$ cat config.mk
export PLATFORM = sky130hd
export DESIGN_NAME = icb_unit
export DESIGN_NICKNAME = d
export VERILOG_FILES = /design/src/rtl/icb_pkg.sv /design/src/rtl/icb_relcmp.sv /design/src/rtl/icb_branch.sv /design/src/rtl/icb_ipnext.sv /design/src/rtl/icb_unit.sv
export SDC_FILE = /design/constraint.sdc
export NUM_CORES = 1
export LEC_CHECK = 0
export ABC_AREA = 1
export BUFFER_PORTS_ARGS = -buffer_cell sky130_fd_sc_hd__buf_4
export CAP_MARGIN = 20
export CORE_MARGIN = 3
export CORE_UTILIZATION = 46
export CTS_CLUSTER_SIZE = 30
export DETAILED_ROUTE_END_ITERATION = 6
export PLACE_DENSITY = 0.94
export RECOVER_POWER = 25
export SYNTH_ARGS = -nofsm -noshare
export SYNTH_HDL_FRONTEND = slang
export SYNTH_SLANG_ARGS = --single-unit
export TNS_END_PERCENT = 5
$ cat constraint.sdc
create_clock -name clk -period 3.6 [get_ports clk]
set_input_delay 0.54 -clock clk [delete_from_list [all_inputs] [get_ports clk]]
set_output_delay 0.54 -clock clk [all_outputs]
set_load 0.01 [all_outputs]
$ cat src/rtl/icb_pkg.sv
// Shared opcode values and decode helpers for the integer compare and
// branch unit. Assumes a 6-bit opcode field in which all 64 values are legal.
package icb_pkg;

    localparam int OPC_W   = 6;
    localparam int NUM_REL = 6;

    typedef logic [OPC_W-1:0] opc_t;

    localparam opc_t OPC_HLT = 6'h00;
    localparam opc_t OPC_JMP = 6'h02;
    localparam opc_t OPC_JT  = 6'h05;
    localparam opc_t OPC_JF  = 6'h06;
    localparam opc_t OPC_IEQ = 6'h07;  // first relational opcode
    localparam opc_t OPC_ILE = 6'h0C;  // last relational opcode

    // True for the six contiguous relational opcodes.
    function automatic logic is_rel(opc_t op);
        return (op >= OPC_IEQ) && (op <= OPC_ILE);
    endfunction

endpackage

$ cat src/rtl/icb_relcmp.sv
// Signed relational evaluator. Computes all six relations of a against b
// in parallel and picks the one that the opcode names. Assumes the relational
// opcodes are contiguous, in the order eq, ne, gt, ge, lt, le. The output is
// 0 for any other opcode.
module icb_relcmp
    import icb_pkg::*;
#(
    parameter int DATA_W = 32
) (
    input  opc_t              opcode,
    input  logic [DATA_W-1:0] a,
    input  logic [DATA_W-1:0] b,
    output logic              holds
);

    logic signed [DATA_W-1:0] a_s;
    logic signed [DATA_W-1:0] b_s;
    logic [NUM_REL-1:0]       rel_vec;
    logic [NUM_REL-1:0]       rel_sel;

    assign a_s = $signed(a);
    assign b_s = $signed(b);

    // Evaluate every relation on the signed operands.
    always_comb begin
        rel_vec[0] = (a_s == b_s);
        rel_vec[1] = (a_s != b_s);
        rel_vec[2] = (a_s >  b_s);
        rel_vec[3] = (a_s >= b_s);
        rel_vec[4] = (a_s <  b_s);
        rel_vec[5] = (a_s <= b_s);
    end

    // One-hot select line for each relational opcode.
    for (genvar g = 0; g < NUM_REL; g++) begin : g_sel
        assign rel_sel[g] = (opcode == opc_t'(OPC_IEQ + g));
    end

    assign holds = |(rel_sel & rel_vec);

endmodule

$ cat src/rtl/icb_branch.sv
// Jump decision. It decides whether the opcode jumps, based on the tested
// register, and it sizes the jump target to the pointer width. Assumes the
// target is the second operand. A wider operand is truncated and a narrower
// one is zero-extended.
module icb_branch
    import icb_pkg::*;
#(
    parameter int DATA_W = 32,
    parameter int IP_W   = 32
) (
    input  opc_t              opcode,
    input  logic [DATA_W-1:0] test_val,
    input  logic [DATA_W-1:0] target_val,
    output logic              take,
    output logic [IP_W-1:0]   target_ip
);

    logic test_nz;

    assign test_nz = |test_val;

    // Jump condition for each jump opcode.
    always_comb begin
        unique case (opcode)
            OPC_JMP: take = 1'b1;
            OPC_JT:  take = test_nz;
            OPC_JF:  take = !test_nz;
            default: take = 1'b0;
        endcase
    end

    // Fit the target to the pointer width.
    if (IP_W <= DATA_W) begin : g_trunc
        assign target_ip = target_val[IP_W-1:0];
    end else begin : g_zext
        assign target_ip = {{(IP_W-DATA_W){1'b0}}, target_val};
    end

endmodule

$ cat src/rtl/icb_ipnext.sv
// Next instruction pointer. The pointer holds, jumps to the target, or
// steps past the current instruction, which is one word long or two words
// when an immediate follows. Assumes wrap-around modulo 2^IP_W.
module icb_ipnext #(
    parameter int IP_W = 32
) (
    input  logic [IP_W-1:0] cur_ip,
    input  logic            use_imm,
    input  logic            hold,
    input  logic            take,
    input  logic [IP_W-1:0] target_ip,
    output logic [IP_W-1:0] next_ip
);

    localparam logic [IP_W-1:0] STEP_SHORT = IP_W'(1);
    localparam logic [IP_W-1:0] STEP_LONG  = IP_W'(2);

    logic [IP_W-1:0] seq_ip;

    assign seq_ip = cur_ip + (use_imm ? STEP_LONG : STEP_SHORT);

    // Priority: hold, then jump, then sequential step.
    always_comb begin
        if (hold)      next_ip = cur_ip;
        else if (take) next_ip = target_ip;
        else           next_ip = seq_ip;
    end

endmodule

$ cat src/rtl/icb_unit.sv
// Integer compare and branch unit (top). It picks the second operand, runs
// the relational evaluator and the jump decision, forms the next pointer,
// and keeps a sticky halt flag that opcode 0 sets. Assumes one decoded
// instruction per cycle, qualified by issue_valid. A synchronous active-low
// reset clears the halt flag.
module icb_unit
    import icb_pkg::*;
#(
    parameter int DATA_W = 32,
    parameter int IP_W   = 32
) (
    input  logic              clk,
    input  logic              rst_n,
    input  logic              issue_valid,
    input  logic [5:0]        opcode,
    input  logic              use_imm,
    input  logic [DATA_W-1:0] op_a,
    input  logic [DATA_W-1:0] op_b_reg,
    input  logic [DATA_W-1:0] imm,
    input  logic [IP_W-1:0]   cur_ip,
    output logic [DATA_W-1:0] wb_data,
    output logic              wb_en,
    output logic              br_taken,
    output logic [IP_W-1:0]   next_ip,
    output logic              halted
);

    logic [DATA_W-1:0] op_b;
    logic              rel_holds;
    logic              raw_take;
    logic [IP_W-1:0]   target_ip;
    logic              active;
    logic              is_halt;
    logic              halted_q;

    assign op_b    = use_imm ? imm : op_b_reg;
    assign active  = issue_valid && !halted_q;
    assign is_halt = (opcode == OPC_HLT);

    icb_relcmp #(.DATA_W(DATA_W)) i_relcmp (
        .opcode (opcode),
        .a      (op_a),
        .b      (op_b),
        .holds  (rel_holds)
    );

    icb_branch #(.DATA_W(DATA_W), .IP_W(IP_W)) i_branch (
        .opcode     (opcode),
        .test_val   (op_a),
        .target_val (op_b),
        .take       (raw_take),
        .target_ip  (target_ip)
    );

    icb_ipnext #(.IP_W(IP_W)) i_ipnext (
        .cur_ip    (cur_ip),
        .use_imm   (use_imm),
        .hold      (!active || is_halt),
        .take      (br_taken),
        .target_ip (target_ip),
        .next_ip   (next_ip)
    );

    // Write-back: boolean result of a relational opcode into the first register.
    always_comb begin
        wb_data = {{(DATA_W-1){1'b0}}, rel_holds};
        wb_en   = active && is_rel(opcode);
    end

    assign br_taken = active && raw_take;

    // Sticky halt flag, set by an issued opcode 0 and cleared only by reset.
    always_ff @(posedge clk) begin
        if (!rst_n)                     halted_q <= 1'b0;
        else if (issue_valid && is_halt) halted_q <= 1'b1;
    end

    assign halted = halted_q;

    // once halted, stays halted.
    assert_halt_sticky_R8: assert property (@(posedge clk) disable iff (!rst_n)
        halted |=> halted);

    // a halted unit neither writes nor jumps.
    assert_halted_quiet_R8: assert property (@(posedge clk) disable iff (!rst_n)
        halted |-> (!wb_en && !br_taken && next_ip == cur_ip));

    // an issued halt opcode sets the flag at the next edge.
    assert_halt_set_R7: assert property (@(posedge clk) disable iff (!rst_n)
        (issue_valid && opcode == OPC_HLT) |=> halted);

    // a jump never writes back.
    assert_no_wb_on_jump_R5: assert property (@(posedge clk) disable iff (!rst_n)
        !(wb_en && br_taken));

    // a taken jump lands on the operand target.
    assert_jump_target_R4: assert property (@(posedge clk) disable iff (!rst_n)
        br_taken |-> (next_ip == IP_W'(op_b)));

    // with nothing issued the unit is idle.
    assert_idle_R1: assert property (@(posedge clk) disable iff (!rst_n)
        !issue_valid |-> (!wb_en && !br_taken && next_ip == cur_ip));

endmodule

==> flow_summary.toml, run 1 <==
[logic_synthesis]
synthArstFlopShare_pct = 0
yosysSeqAreaShare_pct = 0.5778
ys.flop_type = "dfxtp_1"
synth_cell_types = 38
syn_area_per_cell_sq_um = 5.588
ys_ff_latch = 1
synth_edf_count = 0
synth_area_sq_um = 3465
synthCells = 620
yosysWarnings = 0

[route]
first_iter_violations = 179
wl_mm = 11.49
routedWlPerCell_um = 13.10
antenna_left = 0
avgViaCountPerCell = 4.942
drcViolationCount = 0
drt-pass1-iter-count = 5
num_vias = 4334

[global_route]
grt_max_degree = 34
grt_pass1_vias = 3936
antenna_found_initial = 0
grt_use_total_pct = 25.07
grt_first_pass_wirelength_mm = 17.96
grt.overflow.total = 0

[worst_setup_path]
crit_path_start_kind = "primary input"
crit_type = "in2out"
critPathCaptureType = "primary output"
crit_fanout = 12
required_ns = 3.06
critPathArrivalTime_ns = 2.80

[layout]
fin_nets = 953
largest_register_ff_count = 1
layout_commonest_cell = "nand2_1"
area_growth_pct = 34.56
final_area_sq_um = 4662
antenna-diode-count = 0
post-route-util_pct = 63.93
final_cell_mix = "nand2_1 (195), buf_4 (174), nand3_1 (83)"
drive_above_1_share_pct = 25.06

[die]
rows = 31
core-area_sq_um = 7292
die_h_um = 92.79
die_w_um = 92.79
start_util_pct = 47.51
dieArea_sq_um = 8609
pin_count = 205

[power]
totalPowerFinal_mw = 0.5387
leakagePower_nw = 2.663
cellPowerDensity_nw_per_um2 = 115.6
ir_drop_mv = 0.05676

[timing]
hold_viol = 0
max_freq_mhz = 299.4
finalSetupTns_ns = 0
whs_ns = 0.5298
setup_violations = 0
fin_crit_sh_pct = 92.79
period_minus_slack_ns = 3.340
skew_ns = 0
rsz0062_at_grt = "false"
slew-limit-headroom_pct = 33.56
drv_slew = 0
worst_slew_pin_slew_ns = 0.9955

[place]
place_area_sq_um = 4691
place_congestion = 0.9308
post-dp-hpwl_mm = 10.02
portBuffers = 173

[clocking]
cts_setup_buffers = 0
postCtsHoldBufs = 0
cts_resized = 0
clkSlewWorstSetupHoldPaths_ns = 0
worstSkewPairLatency_ns = 0

[outcome]
status = "finished clean"

[hold_path]
min_path_type = "reg2reg"

[run]
cap_viol_max_count = 0
==> routing by layer <==
| layer | up-vias | wire [um] | global-route usage, % |
|---|---|---|---|
| li1 | 2247 | - | - |
| met1 | 1866 | 4531 | 30.37 |
| met2 | 209 | 5698 | 47.93 |
| met3 | 12 | 1116 | 2.681 |
| met4 | 0 | 140 | 3.663 |
| met5 | - | 0 | 0 |
==> report_power, final <==
group	internal [mW]	leakage, nW	switching, mW
Sequential	0.0114	0.00806	0.0000602
Combinational	0.249	2.66	0.278
Clock	0	0	0
==> Yosys cell counts, drive strengths merged, types with 2 or more instances <==
cell type / number / area [sq um]
a21oi: 16 / 83.83
inv: 70 / 262.8
xor2: 17 / 148.9
nor3: 15 / 90.09
xnor2: 12 / 112.6
nand4: 8 / 50.05
buf: 45 / 331.6
nand3: 83 / 415.4
o21a: 2 / 15.01
nor2: 63 / 274.0
mux2i: 31 / 310.3
ha: 34 / 425.4
nand3b: 2 / 15.01
clkinv: 2 / 7.510
nand2: 200 / 773.2
o21ai: 5 / 36.28
clkbuf: 6 / 22.52
==> stage by stage <==
stage,std cells,worst slack [ns]
finish,877,0.2596
global route,877,0.01211
CTS,877,0.2747
detailed placement,877,0.2897
global placement,877,0.3493
floorplan,650,0.5740
==> layout make-up <==
class | instances | area, sq um
fill | 711 | 2630
inverter | 72 | 270.3
multi-input combinational | 526 | 2923
sequential | 1 | 20.02
tap | 99 | 123.9
timing repair buffer | 179 | 1325
==> cell families (layout without fill, tap and decap cells) <==
logic type      Yosys count  count (layout)  synth area share [%]
compound gates           27              27                 4.839
xor+xnor                 29              29                 7.548
fa+ha+maj                35              35                 12.86
buf+inv                 123             251                 18.02
flops                     1               1                0.5778
mux                      31              31                 8.956
other cells               1              31                0.1082
simple gates            373             373                 47.09
==> worst paths after layout <==
path | from | to | slack [ns] | depth (start not counted)
max | use_imm | next_ip[22] | 0.26 | 17
min | halted | halted | 0.53 | 2
max reg2reg | halted | halted | 2.91 | 2
min reg2reg | halted | halted | 0.53 | 2
==> critical path, cell delays in order <==
cell and delay (ns):
buf_4 0.18, inv_1 0.14, ha_1 0.18, inv_1 0.05, fa_1 0.44, nor2_4 0.21, nand2_4 0.09, nor2_4 0.11
nand2_2 0.09, nor2_4 0.11, nand2_2 0.07, xnor2_2 0.14, inv_2 0.04, nand2_1 0.06, nand3_1 0.08, nand2_1 0.14
buf_4 0.13
Note: power is estimated with default switching activity, not from simulation.
==> run 2: changes to the inputs <==
--- a/config.mk
+++ b/config.mk
@@ -12,7 +12,7 @@
 export CORE_UTILIZATION = 46
 export CTS_CLUSTER_SIZE = 30
 export DETAILED_ROUTE_END_ITERATION = 6
-export PLACE_DENSITY = 0.94
+export PLACE_DENSITY = 0.84
 export RECOVER_POWER = 25
 export SYNTH_ARGS = -nofsm -noshare
 export SYNTH_HDL_FRONTEND = slang
==> flow_summary.toml, run 2 (synthesis gave the netlist of run 1 again) <==
[timing]
rsz0062_at_grt = "false"
slew-limit-headroom_pct = 30.98
drv_slew = 0
skew_ns = 0
fin_crit_sh_pct = 92.00
worst_slew_pin_slew_ns = 1.034
whs_ns = 0.4798
finalSetupTns_ns = 0
hold_viol = 0
setup_violations = 0
period_minus_slack_ns = 3.312
max_freq_mhz = 301.9

[global_route]
antenna_found_initial = 0
grt_use_total_pct = 26.71
grt_first_pass_wirelength_mm = 19.11
grt.overflow.total = 0
grt_max_degree = 34
grt_pass1_vias = 4175

[worst_setup_path]
regToRegSetupSlack_ns = 3.01
critPathArrivalTime_ns = 2.77
slowest_stage = "inv_1"
path_cells = "buf_4, nor2_1, inv_2, nor3_1, nand2_1, nand2_1, inv_1, nand3_1, nand2_1, buf_4"
r2r-start = "halted"
critPathCaptureType = "primary output"
crit_path_start_kind = "primary input"
crit_type = "in2out"
startpoint = "opcode[5]"
crit_top_cell = "nand2_1"
crit_fanout = 32
required_ns = 3.06
cp_slowest_stage_delay_ns = 0.46

[place]
place_area_sq_um = 4688
place_congestion = 0.8792
dp.cells = 875
post-dp-hpwl_mm = 10.57
portBuffers = 173

[power]
cellPowerDensity_nw_per_um2 = 117.5
ir_drop_mv = 0.06601
leakagePower_nw = 2.665

[layout]
post-route-util_pct = 63.86
final_area_sq_um = 4657
largest_register_ff_count = 1
seq_area_sq_um = 20.02
antenna-diode-count = 0
final_cell_mix = "nand2_1 (195), buf_4 (171), nand3_1 (83)"
instances_no_fill = 875
drive_above_1_share_pct = 24.87
fin_nets = 951
area_growth_pct = 34.42
layout_commonest_cell = "nand2_1"
multiInputGateArea_sq_um = 2920
nFillCells = 736

[route]
routedWlPerCell_um = 14.03
num_vias = 4436
wl_met1_mm = 4.893
drcViolationCount = 0
drt-pass1-iter-count = 5
top_layer = "met4"
wl_met3_mm = 1.057
first_iter_violations = 194
antenna_left = 0
avgViaCountPerCell = 5.070
wl_mm = 12.27
route.met2.wl_mm = 5.973

[die]
start_util_pct = 47.51
rows = 31
dieArea_sq_um = 8609
pin_count = 205
die_h_um = 92.79
die_w_um = 92.79
core-area_sq_um = 7292

[clocking]
cts_setup_buffers = 0
cts_resized = 0
worstSkewPairLatency_ns = 0
clkSlewWorstSetupHoldPaths_ns = 0
postCtsHoldBufs = 0

[outcome]
status = "finished clean"

[hold_path]
hold_start = "halted"
min_path_type = "reg2reg"

[run]
cap_viol_max_count = 0
==> run 2: final cells by class <==
| cell class | count | area share (%) |
|---|---|---|
| inverters | 72 | 5.803 |
| multi-input cells | 526 | 62.71 |
| flip-flops and latches | 1 | 0.4299 |
| well taps | 99 | 2.660 |
| repair buffers | 177 | 28.40 |
==> run 2: per-layer routing <==
metal	GRT usage [%]	vias to the layer above
met5	0	-
met4	7.692	0
met3	3.574	26
met2	49.85	218
met1	31.41	1944
li1	-	2248
==> run 2: per-stage QoR <==
stage	setup slack (ns)	power (mW)
CTS	0.3574	0.5495
finish	0.2880	0.5473
global route	0.04555	0.6070
global placement	0.3971	0.5337
detailed placement	0.3715	0.5468
floorplan	0.5740	0.3146
==> run 2: worst paths after layout <==
kind,end,cells after the start
setup / recovery,next_ip[18],10
hold / removal,halted,2
setup reg to reg,halted,2
hold reg to reg,halted,2
==> run 2: critical path, delay by kind of cell <==
kind,cells,cell delay [ns]
buffers and inverters,4,0.82
AND/OR/NAND/NOR,6,1.40
==> run 2: power by group <==
part	total, mW	internal (mW)	switching, mW
Sequential	0.0114	0.0114	0.0000363
Clock	0	0	0
Combinational	0.536	0.249	0.286
Total	0.547	0.261	0.286
